===== config.mk =====
export PLATFORM = sky130hd
export DESIGN_NAME = ts_sync_framer
export DESIGN_NICKNAME = d
export VERILOG_FILES = /design/src/rtl/ts_framer_pkg.sv /design/src/rtl/ts_bit_window.sv /design/src/rtl/ts_sync_tracker.sv /design/src/rtl/ts_byte_packer.sv /design/src/rtl/ts_sync_framer.sv
export SDC_FILE = /design/constraint.sdc
export NUM_CORES = 1
export LEC_CHECK = 0
export ABC_CLOCK_PERIOD_IN_PS = 6000
export BUFFER_PORTS_ARGS = -buffer_cell sky130_fd_sc_hd__clkbuf_2
export CAP_MARGIN = 20
export CORE_AREA = 10 10 76 78
export DETAILED_ROUTE_END_ITERATION = 16
export DIE_AREA = 0 0 86 88
export GPL_ROUTABILITY_DRIVEN = 0
export GPL_TIMING_DRIVEN = 0
export PLACE_DENSITY = 0.82
export SETUP_SLACK_MARGIN = 0.05
export SLEW_MARGIN = 10
export SYNTH_ARGS = -nofsm -noshare
export SYNTH_HDL_FRONTEND = slang
export SYNTH_SLANG_ARGS = --single-unit

===== constraint.sdc =====
create_clock -name clk -period 6 [get_ports clk]
set_clock_uncertainty 0.05 [all_clocks]
set_input_delay 0 -clock clk [delete_from_list [all_inputs] [get_ports clk]]
set_output_delay 0 -clock clk [all_outputs]
set_load 0.01 [all_outputs]

===== src/rtl/ts_framer_pkg.sv =====
package ts_framer_pkg;
  typedef enum logic [1:0] {
    TRK_SEARCH = 2'd0,
    TRK_VERIFY = 2'd1,
    TRK_LOCK   = 2'd2
  } trk_state_e;
endpackage


===== src/rtl/ts_bit_window.sv =====
// Sliding window over the last W valid bits, MSB first, with pattern compare.
module ts_bit_window #(
  parameter int W = 8,
  parameter logic [W-1:0] PATTERN = 8'h47,
  localparam int FW = $clog2(W)
) (
  input  logic         clk,
  input  logic         rst,
  input  logic         bit_in,
  input  logic         bit_vld,
  output logic [W-1:0] win_nxt,
  output logic         match
);
  logic [W-1:0]  win_q;
  logic [FW-1:0] fill_q;

  assign win_nxt = {win_q[W-2:0], bit_in};
  // match only once a full window of real bits has been seen
  assign match   = bit_vld && (fill_q == FW'(W-1)) && (win_nxt == PATTERN);

  always_ff @(posedge clk) begin
    if (rst) begin
      win_q  <= '0;
      fill_q <= '0;
    end else if (bit_vld) begin
      win_q <= win_nxt;
      if (fill_q != FW'(W-1)) fill_q <= fill_q + 1'b1;
    end
  end
endmodule


===== src/rtl/ts_sync_tracker.sv =====
// Search / confirm / lock state machine with packet bit position.
module ts_sync_tracker
  import ts_framer_pkg::*;
#(
  parameter int PKT_BITS = 1504,
  parameter int CNT_W    = 4,
  localparam int POS_W   = $clog2(PKT_BITS)
) (
  input  logic             clk,
  input  logic             rst,
  input  logic             bit_vld,
  input  logic             bypass,
  input  logic             match,
  input  logic [CNT_W-1:0] lock_hits,
  input  logic [CNT_W-1:0] miss_limit,
  output logic             locked,
  output logic             aln_emit,
  output logic             aln_sop,
  output logic             aln_err
);
  localparam logic [POS_W-1:0] LAST = POS_W'(PKT_BITS - 1);

  trk_state_e       st_q, st_n;
  logic [POS_W-1:0] pos_q, pos_n, pos_inc;
  logic [CNT_W-1:0] hits_q, hits_n, miss_q, miss_n;
  logic [CNT_W-1:0] need, lim;
  logic [CNT_W:0]   hits_p1, miss_p1;

  assign need    = (lock_hits  == '0) ? CNT_W'(1) : lock_hits;
  assign lim     = (miss_limit == '0) ? CNT_W'(1) : miss_limit;
  assign pos_inc = (pos_q == LAST) ? '0 : pos_q + 1'b1;
  assign hits_p1 = {1'b0, hits_q} + 1'b1;
  assign miss_p1 = {1'b0, miss_q} + 1'b1;
  assign locked  = (st_q == TRK_LOCK);

  always_comb begin
    st_n     = st_q;
    pos_n    = pos_q;
    hits_n   = hits_q;
    miss_n   = miss_q;
    aln_emit = 1'b0;
    aln_sop  = 1'b0;
    aln_err  = 1'b0;
    if (bypass) begin
      st_n   = TRK_SEARCH;
      pos_n  = '0;
      hits_n = '0;
      miss_n = '0;
    end else if (bit_vld) begin
      unique case (st_q)
        TRK_SEARCH: begin
          if (match) begin
            pos_n  = '0;
            hits_n = CNT_W'(1);
            miss_n = '0;
            if (need == CNT_W'(1)) begin
              st_n     = TRK_LOCK;
              aln_emit = 1'b1;
              aln_sop  = 1'b1;
            end else begin
              st_n = TRK_VERIFY;
            end
          end
        end
        TRK_VERIFY: begin
          pos_n = pos_inc;
          if (pos_q == LAST) begin
            if (match) begin
              hits_n = hits_p1[CNT_W-1:0];
              if (hits_p1 >= {1'b0, need}) begin
                st_n     = TRK_LOCK;
                miss_n   = '0;
                aln_emit = 1'b1;
                aln_sop  = 1'b1;
              end
            end else begin
              st_n   = TRK_SEARCH;
              hits_n = '0;
            end
          end
        end
        TRK_LOCK: begin
          pos_n = pos_inc;
          if (pos_inc[2:0] == 3'd0) aln_emit = 1'b1;
          if (pos_q == LAST) begin
            aln_sop = 1'b1;
            if (match) begin
              miss_n = '0;
            end else begin
              aln_err = 1'b1;
              if (miss_p1 >= {1'b0, lim}) begin
                st_n   = TRK_SEARCH;
                miss_n = '0;
                hits_n = '0;
              end else begin
                miss_n = miss_p1[CNT_W-1:0];
              end
            end
          end
        end
        default: st_n = TRK_SEARCH;
      endcase
    end
  end

  always_ff @(posedge clk) begin
    if (rst) begin
      st_q   <= TRK_SEARCH;
      pos_q  <= '0;
      hits_q <= '0;
      miss_q <= '0;
    end else begin
      st_q   <= st_n;
      pos_q  <= pos_n;
      hits_q <= hits_n;
      miss_q <= miss_n;
    end
  end

  assert_lock_needs_match_R2: assert property (@(posedge clk) disable iff (rst)
    $rose(locked) |-> $past(match));
  assert_miss_below_limit_R7: assert property (@(posedge clk) disable iff (rst)
    locked |-> (miss_q < lim));
  assert_bypass_unlocked_R8: assert property (@(posedge clk) disable iff (rst)
    bypass |=> !locked);
  assert_idle_holds_R9: assert property (@(posedge clk) disable iff (rst)
    (!bit_vld && !bypass) |=> ($stable(pos_q) && $stable(st_q)));
endmodule


===== src/rtl/ts_byte_packer.sv =====
// Registered byte output for both aligned and frame-bypass packing.
module ts_byte_packer #(
  parameter int W = 8,
  localparam int BW = $clog2(W)
) (
  input  logic         clk,
  input  logic         rst,
  input  logic         bypass,
  input  logic         bit_vld,
  input  logic         frame_start,
  input  logic [W-1:0] win_nxt,
  input  logic         aln_emit,
  input  logic         aln_sop,
  input  logic         aln_err,
  output logic [W-1:0] byte_out,
  output logic         byte_vld,
  output logic         byte_sop,
  output logic         pkt_err
);
  logic          framed_q, first_q;
  logic [BW-1:0] bcnt_q;
  logic          byp_emit;

  assign byp_emit = bypass && bit_vld && !frame_start && framed_q &&
                    (bcnt_q == BW'(W-1));

  always_ff @(posedge clk) begin
    if (rst || !bypass) begin
      framed_q <= 1'b0;
      first_q  <= 1'b0;
      bcnt_q   <= '0;
    end else if (bit_vld) begin
      if (frame_start) begin
        framed_q <= 1'b1;
        first_q  <= 1'b1;
        bcnt_q   <= BW'(1);
      end else if (framed_q) begin
        bcnt_q <= bcnt_q + 1'b1;
        if (bcnt_q == BW'(W-1)) first_q <= 1'b0;
      end
    end
  end

  always_ff @(posedge clk) begin
    if (rst) begin
      byte_out <= '0;
      byte_vld <= 1'b0;
      byte_sop <= 1'b0;
      pkt_err  <= 1'b0;
    end else begin
      byte_vld <= byp_emit || (!bypass && aln_emit);
      byte_sop <= bypass ? (byp_emit && first_q) : (aln_emit && aln_sop);
      pkt_err  <= !bypass && aln_emit && aln_err;
      if (byp_emit || (!bypass && aln_emit)) byte_out <= win_nxt;
    end
  end

  assert_reset_quiet_R1: assert property (@(posedge clk)
    rst |=> (!byte_vld && !byte_sop && !pkt_err));
  assert_err_with_sop_R6: assert property (@(posedge clk) disable iff (rst)
    pkt_err |-> (byte_sop && byte_vld));
  assert_bypass_no_err_R8: assert property (@(posedge clk) disable iff (rst)
    bypass |=> !pkt_err);
endmodule


===== src/rtl/ts_sync_framer.sv =====
module ts_sync_framer #(
  parameter int          PKT_BITS = 1504,
  parameter int          CNT_W    = 4,
  parameter logic [7:0]  SYNC     = 8'h47
) (
  input  logic             clk,
  input  logic             rst,
  input  logic             bit_in,
  input  logic             bit_vld,
  input  logic             frame_start,
  input  logic             bypass,
  input  logic [CNT_W-1:0] lock_hits,
  input  logic [CNT_W-1:0] miss_limit,
  output logic [7:0]       byte_out,
  output logic             byte_vld,
  output logic             byte_sop,
  output logic             locked,
  output logic             pkt_err
);
  logic [7:0] win_nxt;
  logic       match, aln_emit, aln_sop, aln_err, trk_locked;

  ts_bit_window #(.W(8), .PATTERN(SYNC)) u_win (
    .clk(clk), .rst(rst), .bit_in(bit_in), .bit_vld(bit_vld),
    .win_nxt(win_nxt), .match(match)
  );

  ts_sync_tracker #(.PKT_BITS(PKT_BITS), .CNT_W(CNT_W)) u_trk (
    .clk(clk), .rst(rst), .bit_vld(bit_vld), .bypass(bypass), .match(match),
    .lock_hits(lock_hits), .miss_limit(miss_limit), .locked(trk_locked),
    .aln_emit(aln_emit), .aln_sop(aln_sop), .aln_err(aln_err)
  );

  ts_byte_packer #(.W(8)) u_pack (
    .clk(clk), .rst(rst), .bypass(bypass), .bit_vld(bit_vld),
    .frame_start(frame_start), .win_nxt(win_nxt), .aln_emit(aln_emit),
    .aln_sop(aln_sop), .aln_err(aln_err), .byte_out(byte_out),
    .byte_vld(byte_vld), .byte_sop(byte_sop), .pkt_err(pkt_err)
  );

  assign locked = trk_locked;
endmodule


==> results.toml, run 1 <==
[setup_path]
critPathLaunchType = "register"
cp_max_fo = 8
critical_path_buf_inv_count = 1
required_ns = 6.15
cp_cell_sequence = "ha_1 > nand4_1 > or3_1 > clkbuf_1 > or3_4 > a31o_2 > a22o_1"
cp_data_arrival_time_ns = 2.72
cp_slowest_cell = "or3_4"
end_kind = "register"
crit_type = "reg2reg"
crit_cells = 7
cp_top_family = "simple AND/OR/NAND/NOR gates"
worstRegToRegCells = 7
max_stage_delay_ns = 0.45

[placed_design]
portBuffers = 24
hpwl_um = 4310
dpl_cell_area_um2 = 2810

[logic_synthesis]
synthCells = 297
synth_nets = 330
seq_area_frac_synth = 0.359
avgSynthCellArea_um2 = 8.83
yosys_most_used_dff = "dfxtp_1"
netlist_area_um2 = 2620
synth_edf_count = 0
yosysWarnings = 0
yosys_register_bits = 47
synth_cell_types = 57
async_flop_share = 0

[cts]
clockBufferDepth = 2
numClockSinks = 47
ctsResizeCount = 0
cts_tree = "done"
htree_levels = 2
path_clk_slew_ns = 0.09
clkLatencyLatePin_ns = 0.31
post_cts_buffers = 0
cts-root-buf = "clkbuf_8"
tritoncts.num_buffers = 5
cts_hold_buf = 3

[global_routing]
overflow = 0
grt_max_degree = 17
grt_pass1_wl_um = 9890
track_usage = 0.156
antenna_found_initial = 0
grt_pass1_vias = 2193

[cells_and_area]
stdcell_area_um2 = 2960
drive_gt1_frac = 0.166
final_nets = 364
seqCellArea_um2 = 941
fill_cells = 365
multi_input_area_um2 = 1570
syn2layout_area_growth_pct = 12.6
diodes = 0

[floorplan]
dieArea_um2 = 7570
core_area_um2 = 4290
rows = 24
start_util = 0.611
die_x_um = 86
fp.dieH_um = 88
io-pin-count = 26

[sta]
fin_setup_tns_ns = 0
max_freq_mhz = 388
slew_viol_final = 0
hold_viol = 0
setup_viol = 0
fin_crit_ns = 2.57
tightestPinTransition_ns = 0.716
slew_headroom = 0.518
fin_crit_sh = 0.429
rsz0062_at_grt = "no"

[route]
post_drt_wl_per_cell_um = 15.2
wl_um = 5840
viasPerCell = 6.12
route.detailed.drc = 0
ant_nets = 0
vias = 2350
drt_first_pass_iters = 4
drtIter0Drc = 193

[min_path]
worstHoldPathType = "in2reg"
holdPathStages = 3

[run_status]
outcome = "complete, no violations"

[pwr]
p_leak_uw = 0.00116
ir_worst_vdd_mv = 0.184
power_density_nw_per_um2 = 201

[flow_run]
maxCapViolCount = 0
## kinds of logic after synthesis
family | share of synthesized area
compound gates | 0.201
simple gates | 0.235
buf+inv | 0.0434
xor+xnor | 0.0167
flops | 0.359
mux | 0.0548
fa+ha+maj | 0.0906
## cell usage in the layout, fill, tap and decap left out, drive strengths merged, types with 8 or more instances in the layout
master  count
nand3      16
nand2      19
clkbuf     35
mux2i      12
nor2       27
a21oi      18
a22o        8
dfxtp      47
o21ai      15
inv        19
nand2b      8
ha         19
nor3       10
## synth_stat cells, drive strengths merged (5+ instances only)
master  count  share of area
inv        18          0.026
nor3       10          0.025
a311oi      6          0.020
nor2       27          0.039
ha         19          0.091
a21oi      18          0.041
o21ai      15          0.029
nor4        5          0.014
nand2b      8          0.019
nand3      16          0.031
mux2i      12          0.051
a22o        8          0.027
nand4       6          0.014
dfxtp      47           0.36
clkbuf      6         0.0086
nand2      19          0.027
## through the flow
stage | power (µW) | cells | utilization | setup slack (ns) | hold WS, ns
finish | 595 | 384 | 0.688 | 3.43 | 0.0272
global route | 614 | 384 | 0.688 | 3.27 | 0.0358
CTS | 599 | 384 | 0.688 | 3.46 | 0.0181
detailed placement | 358 | 373 | 0.654 | 3.48 | 0.197
global placement | 357 | 373 | 0.654 | 3.50 | 0.187
floorplan | 347 | 297 | - | 3.72 | 0.0191
## metal layers
layer  track usage  vias to the layer above  part of all wire
met5             0                        -                 0
met3        0.0399                       16             0.053
met2         0.264                       65              0.49
met4        0.0689                        0             0.024
met1         0.183                     1110              0.43
li1              -                     1159                 -
## worst register-to-register path, delay by kind of cell, from the launching register on
| family | cells | cell delay (ns) |
|---|---|---|
| adder cells (fa/ha/maj) | 1 | 0.26 |
| AO/OA/AOI/OAI | 2 | 0.54 |
| AND/OR/NAND/NOR | 3 | 1.01 |
| buffers and inverters | 1 | 0.19 |
| flip-flops | 1 | 0.44 |
## power by group
group	leakage (µW)	internal (µW)	switching (µW)	total, µW
Sequential	0.000379	315	2.57	317
Combinational	0.000723	15.2	19.9	35.1
Clock	0.0000587	126	116	242
Total	0.00116	456	138	595
## registers in the layout (all words and copies together), names as in the netlist
register,count
u_pack.bcnt_q,3
u_pack.byte_out,8
u_pack.byte_sop,1
u_pack.byte_vld,1
u_pack.first_q,1
u_pack.framed_q,1
u_pack.pkt_err,1
u_trk.hits_q,4
u_trk.miss_q,4
u_trk.pos_q,11
u_trk.st_q,2
u_win.fill_q,3
u_win.win_q,7
## final timing paths
| kind | startpoint | slack (ns) | to |
|---|---|---|---|
| hold / removal | bypass | 0.03 | u_pack.bcnt_q[2]$_SDFFE_PP0P_ |
| hold reg to reg | u_pack.byte_out[2]$_SDFFE_PP0P_ | 0.43 | u_pack.byte_out[2]$_SDFFE_PP0P_ |
| setup reg to reg | u_trk.pos_q[1]$_SDFFE_PP0P_ | 3.43 | u_pack.byte_out[1]$_SDFFE_PP0P_ |
| setup / recovery | u_trk.pos_q[1]$_SDFFE_PP0P_ | 3.43 | u_pack.byte_out[1]$_SDFFE_PP0P_ |
## final cells by class
cell class	count	share of cell area
buffer	10	0.0157
clock buffer	5	0.0233
clock inverter	3	0.0161
inverter	18	0.0229
multi-input combinational	222	0.531
sequential	47	0.318
tap	52	0.0220
timing repair buffer	27	0.0508
No activity file was read; power rests on OpenSTA's default activity.
==> run 2: changes to the inputs <==
Settings changed: ABC_CLOCK_PERIOD_IN_PS 6000 to 2680, CORE_AREA 10 10 76 78 to 10 10 78 80, DIE_AREA 0 0 86 88 to 0 0 88 90, PLACE_DENSITY 0.82 to 0.78.
Clock period 6 ns to 2.68 ns, I/O delays scaled along.
==> run 2 against run 1 <==
- combinational power rose by 120%
- global-route usage fell by 1.6 points
- sequential cell count did not move
- sequential share of layout area rose by 0.15 points
- routed wire length fell by 3.1%
- utilization fell by 4.7 points
- clock power rose by 90%
- worst hold slack improved by 0.013 ns
- power rose by 110%
- critical path type unchanged
- largest cell class unchanged
==> results.toml, run 2 (synthesized netlist as in run 1, its figures left out) <==
[run_status]
outcome = "complete, no violations"

[sta]
tightestPinTransition_ns = 0.576
fin_hold_ws_ns = 0.0402
setup_viol = 0
slew_headroom = 0.616
fin_setup_tns_ns = 0
slew_viol_final = 0
fin_crit_sh = 0.940
max_freq_mhz = 397
hold_viol = 0
rsz0062_at_grt = "no"
final.setup.worst_slack_ns = 0.160
fin_crit_ns = 2.52

[route]
drtIter0Drc = 92
ant_nets = 0
post_drt_wl_per_cell_um = 14.7
wl_um = 5660
drt_first_pass_iters = 4
vias = 2298
viasPerCell = 5.95
route.detailed.drc = 0

[pwr]
clkPwrFrac = 0.369
seq_power_share = 0.568
p_comb_frac = 0.063
ir_worst_vdd_mv = 0.309
power_density_nw_per_um2 = 424
p_leak_uw = 0.00115
p_int_uw = 932
switching_share = 0.254
p_switching_uw = 317

[cells_and_area]
fill_cells = 389
drive_gt1_frac = 0.178
final_cell_mix = "45 x dfxtp_1, 27 x nor2_1, 24 x clkbuf_2"
final_cells = 386
final_nets = 364
stdcell_area_um2 = 2950
reg.largest.list = "u_trk.pos_q: 11 flops, u_pack.byte_out: 8 flops, u_win.win_q: 7 flops"
diodes = 0
top_register = "u_trk.pos_q"
largest_reg_flops = 11
syn2layout_area_growth_pct = 12.4
final_common_cell = "dfxtp_1"

[cts]
path_clk_slew_ns = 0.10
cts-root-buf = "clkbuf_8"
tritoncts.num_buffers = 5
post_cts_buffers = 0
clockBufferDepth = 2
clkLatencyLatePin_ns = 0.30
numClockSinks = 47
cts_tree = "done"
htree_levels = 2

[floorplan]
io-pin-count = 26
dieArea_um2 = 7920
fp.dieH_um = 90
die_x_um = 88
rows = 25
start_util = 0.571
core_area_um2 = 4600

[setup_path]
max_stage_delay_ns = 0.60
end_kind = "register"
cp_slowest_cell = "or4b_4"
cp_top_family = "simple AND/OR/NAND/NOR gates"
critPathLaunchType = "register"
cp_data_arrival_time_ns = 2.67
cp_max_fo = 8
required_ns = 2.83
r2r_slack_ns = 0.16
cp_cell_sequence = "or4b_4 > nor3_4 > nand2_1 > or3_4 > a31o_2 > a22o_1"
crit_type = "reg2reg"
critical_path_buf_inv_count = 0

[min_path]
worstHoldPathType = "in2reg"

[placed_design]
hpwl_um = 4180
dpl_worst_slack_ns = 0.143
portBuffers = 24
dpl_cell_area_um2 = 2810
dp.cells = 375

[global_routing]
grt_pass1_wl_um = 9540
overflow = 0
grt_pass1_vias = 2146
track_usage = 0.141
antenna_found_initial = 0
grt_max_degree = 18

[flow_run]
maxCapViolCount = 0
==> run 2: changes by cell type in the layout (fill, tap and decap cells not counted), sizes merged <==
cell / delta
clkinv: -1
bufinv: -1
clkinvlp: +1
inv: +1
==> run 2: power by group through the flow <==
| stage | Combinational (µW) | Sequential (µW) | Clock (µW) |
|---|---|---|---|
| 6_report | 78.5 | 710 | 461 |
| 5_1_grt | 88.7 | 711 | 491 |
| 4_1_cts | 78.6 | 710 | 468 |
| 3_5_place_dp | 74.7 | 727 | 0 |
| 3_3_place_gp | 72.9 | 726 | 0 |
| 2_1_floorplan | 50.9 | 725 | 0 |
==> run 2: metrics by stage <==
step | power [µW] | util
2_1_floorplan | 776 | -
3_3_place_gp | 799 | 0.611
3_5_place_dp | 801 | 0.611
4_1_cts | 1260 | 0.639
5_1_grt | 1290 | 0.641
6_report | 1250 | 0.641
==> run 2: worst register-to-register path, stage by stage (launching register included) <==
cell and delay [ns]:
dfxtp_1 0.35, or4b_4 0.60, nor3_4 0.34, nand2_1 0.16, or3_4 0.38, a31o_2 0.32, a22o_1 0.20
==> run 2: metal layers <==
layer	part of all wire	global-route usage	routed length (µm)
met5	0	0	0
met2	0.49	0.234	2780
met3	0.040	0.0316	228
met4	0.012	0.0332	70
met1	0.46	0.177	2580
==> run 2: worst paths after layout <==
kind                                        start                         endpoint  depth (start not counted)
setup reg to reg      u_win.win_q[2]$_SDFFE_PP0P_  u_pack.byte_out[0]$_SDFFE_PP0P_                          6
hold / removal                             bypass        u_pack.pkt_err$_SDFF_PP0_                          4
setup / recovery      u_win.win_q[2]$_SDFFE_PP0P_  u_pack.byte_out[0]$_SDFFE_PP0P_                          6
hold reg to reg   u_pack.byte_out[6]$_SDFFE_PP0P_  u_pack.byte_out[6]$_SDFFE_PP0P_                          1
==> run 2: layout make-up <==
type | instances | area [µm²] | area share
clock inverter | 3 | 27.5 | 0.00933
clock buffer | 5 | 68.8 | 0.0233
inverter | 18 | 67.6 | 0.0229
buffer | 10 | 46.3 | 0.0157
tap | 54 | 67.6 | 0.0229
multi-input combinational | 222 | 1580 | 0.535
sequential | 47 | 943 | 0.320
timing repair buffer | 27 | 150 | 0.0509
==> run 2: repair_timing <==
item                                   4_1_cts  5_1_grt
resized for setup                            0        6
endpoints found under the hold margin        5        0
hold buffers                                 3        0
setup endpoints to repair                    0       11
==> run 3: changes to the inputs <==
Settings changed: ABC_CLOCK_PERIOD_IN_PS 2680 to 2700, SKIP_CTS_REPAIR_TIMING set to 1.
Clock period 2.68 ns to 2.7 ns, I/O delays scaled along.
==> run 3 against run 2 <==
- the flow now finishes with violations (negative hold slack)
- power fell by 0.94%
- global-route usage fell by 0.14 points
- critical path depth rose by 1
- routed wire length fell by 1.6%
- die area did not move
- first-iteration DRC count grew 21%
- fmax is 0.65% lower
- clock-buffer cell count unchanged
- register-to-register slack is essentially flat
- critical path type unchanged
- largest cell class unchanged
- largest power group unchanged
- highest routed layer unchanged
==> results.toml, run 3 (synthesized netlist as in run 1, its figures left out) <==
[min_path]
min_from = "frame_start"
holdPathStages = 3
worstHoldPathType = "in2reg"
holdPathEnd = "u_pack.framed_q$_SDFFE_PP0P_"

[floorplan]
rows = 25
core_area_um2 = 4600
die_x_um = 88
start_util = 0.571
io-pin-count = 26
fp.dieH_um = 90
dieArea_um2 = 7920

[cts]
cts-root-buf = "clkbuf_8"
clkLatencyLatePin_ns = 0.30
path_clk_slew_ns = 0.09
numClockSinks = 47
tritoncts.num_buffers = 5
cts_tree = "done"
clockBufferDepth = 2
htree_levels = 2

[sta]
setup_viol = 0
tightestPinTransition_ns = 0.576
slew_headroom = 0.616
slew_viol_final = 0
max_freq_mhz = 394
rsz0062_at_grt = "no"
fin_crit_ns = 2.54
fin_hold_ws_ns = -0.0242
fin_crit_sh = 0.939
fin_setup_tns_ns = 0
hold_viol = 3

[setup_path]
timing.rr.start = "u_trk.pos_q[1]$_SDFFE_PP0P_"
worstRegToRegCells = 7
crit_type = "reg2reg"
r2r_slack_ns = 0.16
required_ns = 2.85
cp_max_fo = 8
critPathLaunchType = "register"
cp_data_arrival_time_ns = 2.69
end_kind = "register"
r2r-end = "u_pack.byte_out[0]$_SDFFE_PP0P_"

[cells_and_area]
multi_input_area_um2 = 1570
final_cell_mix = "46 x dfxtp_1, 27 x nor2_1, 24 x clkbuf_2"
final_common_cell = "dfxtp_1"
syn2layout_area_growth_pct = 11.7
largest_reg_flops = 11
top_register = "u_trk.pos_q"
fill_cells = 391
seqCellArea_um2 = 942
reg.largest.list = "u_trk.pos_q: 11 flops, u_pack.byte_out: 8 flops, u_win.win_q: 7 flops"
stdcell_area_um2 = 2930
final_cells = 385
diodes = 0
final_nets = 363
final_core_util = 0.638
drive_gt1_frac = 0.172

[placed_design]
dpl_cell_area_um2 = 2810
hpwl_um = 4180
portBuffers = 24
dp.cells = 375

[pwr]
power_density_nw_per_um2 = 422
power.total_uw = 1240
p_leak_uw = 0.00114
ir_worst_vdd_mv = 0.307

[global_routing]
overflow = 0
grt_pass1_vias = 2132
track_usage = 0.139
antenna_found_initial = 0
grt_max_degree = 18
grt_pass1_wl_um = 9450

[flow_run]
maxCapViolCount = 0

[route]
viasPerCell = 5.98
post_drt_wl_per_cell_um = 14.5
drtIter0Drc = 111
route.detailed.drc = 0
ant_nets = 0
wl_um = 5560
drt_first_pass_iters = 4
vias = 2301

[run_status]
outcome = "complete, but fails checks"
violations = "negative hold slack"
-- run 3: changes by cell type in the layout (fill, tap and decap cells not counted) --
cell	before	now
nor4_1	3	4
nor4_2	2	1
dlygate4sd3_1	3	2
dfxtp_1	45	46
dfxtp_2	2	1
-- run 3: area by class of cell --
cell class / count / area share
timing repair buffer: 26 / 0.0478
buffer: 10 / 0.0158
clock buffer: 5 / 0.0235
sequential: 47 / 0.321
tap: 54 / 0.0230
clock inverter: 3 / 0.00939
inverter: 18 / 0.0230
multi-input combinational: 222 / 0.536
-- run 3: through the flow --
stage	hold slack (ns)	worst slack, ns
after CTS	-0.129	0.117
final	-0.0242	0.164
after detailed placement	0.194	0.163
after floorplan	0.0191	0.415
after global routing	0.00785	0.0616
after global placement	0.192	0.189
-- run 3: worst max-delay path by stage --
| stage | startpoint | endpoint | cells past startpoint |
|---|---|---|---|
| 2_1_floorplan | u_trk.pos_q[0]$_SDFFE_PP0P_ | u_pack.byte_out[0]$_SDFFE_PP0P_ | 7 |
| 3_3_place_gp | u_trk.pos_q[0]$_SDFFE_PP0P_ | u_pack.byte_out[1]$_SDFFE_PP0P_ | 7 |
| 3_5_place_dp | u_trk.pos_q[0]$_SDFFE_PP0P_ | u_pack.byte_out[0]$_SDFFE_PP0P_ | 7 |
| 4_1_cts | u_trk.pos_q[0]$_SDFFE_PP0P_ | u_pack.byte_out[0]$_SDFFE_PP0P_ | 7 |
| 5_1_grt | u_trk.st_q[0]$_SDFFE_PP0P_ | u_pack.byte_out[0]$_SDFFE_PP0P_ | 7 |
| 6_report | u_trk.pos_q[1]$_SDFFE_PP0P_ | u_pack.byte_out[0]$_SDFFE_PP0P_ | 7 |
-- run 3: where the power goes --
group	leakage (µW)	internal [µW]	switching, µW
Combinational	0.000715	32.7	43.6
Sequential	0.000380	699	5.52
Clock	0.0000467	192	264
-- run 3: metal layers --
layer  share of wire  GRT usage  up-vias
met4           0.010     0.0332        0
met3           0.037     0.0334        6
met1            0.46      0.176     1085
met5               0          0        -
met2            0.49      0.229       42
li1                -          -     1168
-- run 3: worst max-delay path, cell delays in order (launching register included) --
cell and delay [ns]:
dfxtp_1 0.41, ha_2 0.25, nand4_1 0.15, or3_1 0.39
clkbuf_1 0.20, or3_4 0.45, a31o_2 0.32, a22o_1 0.20
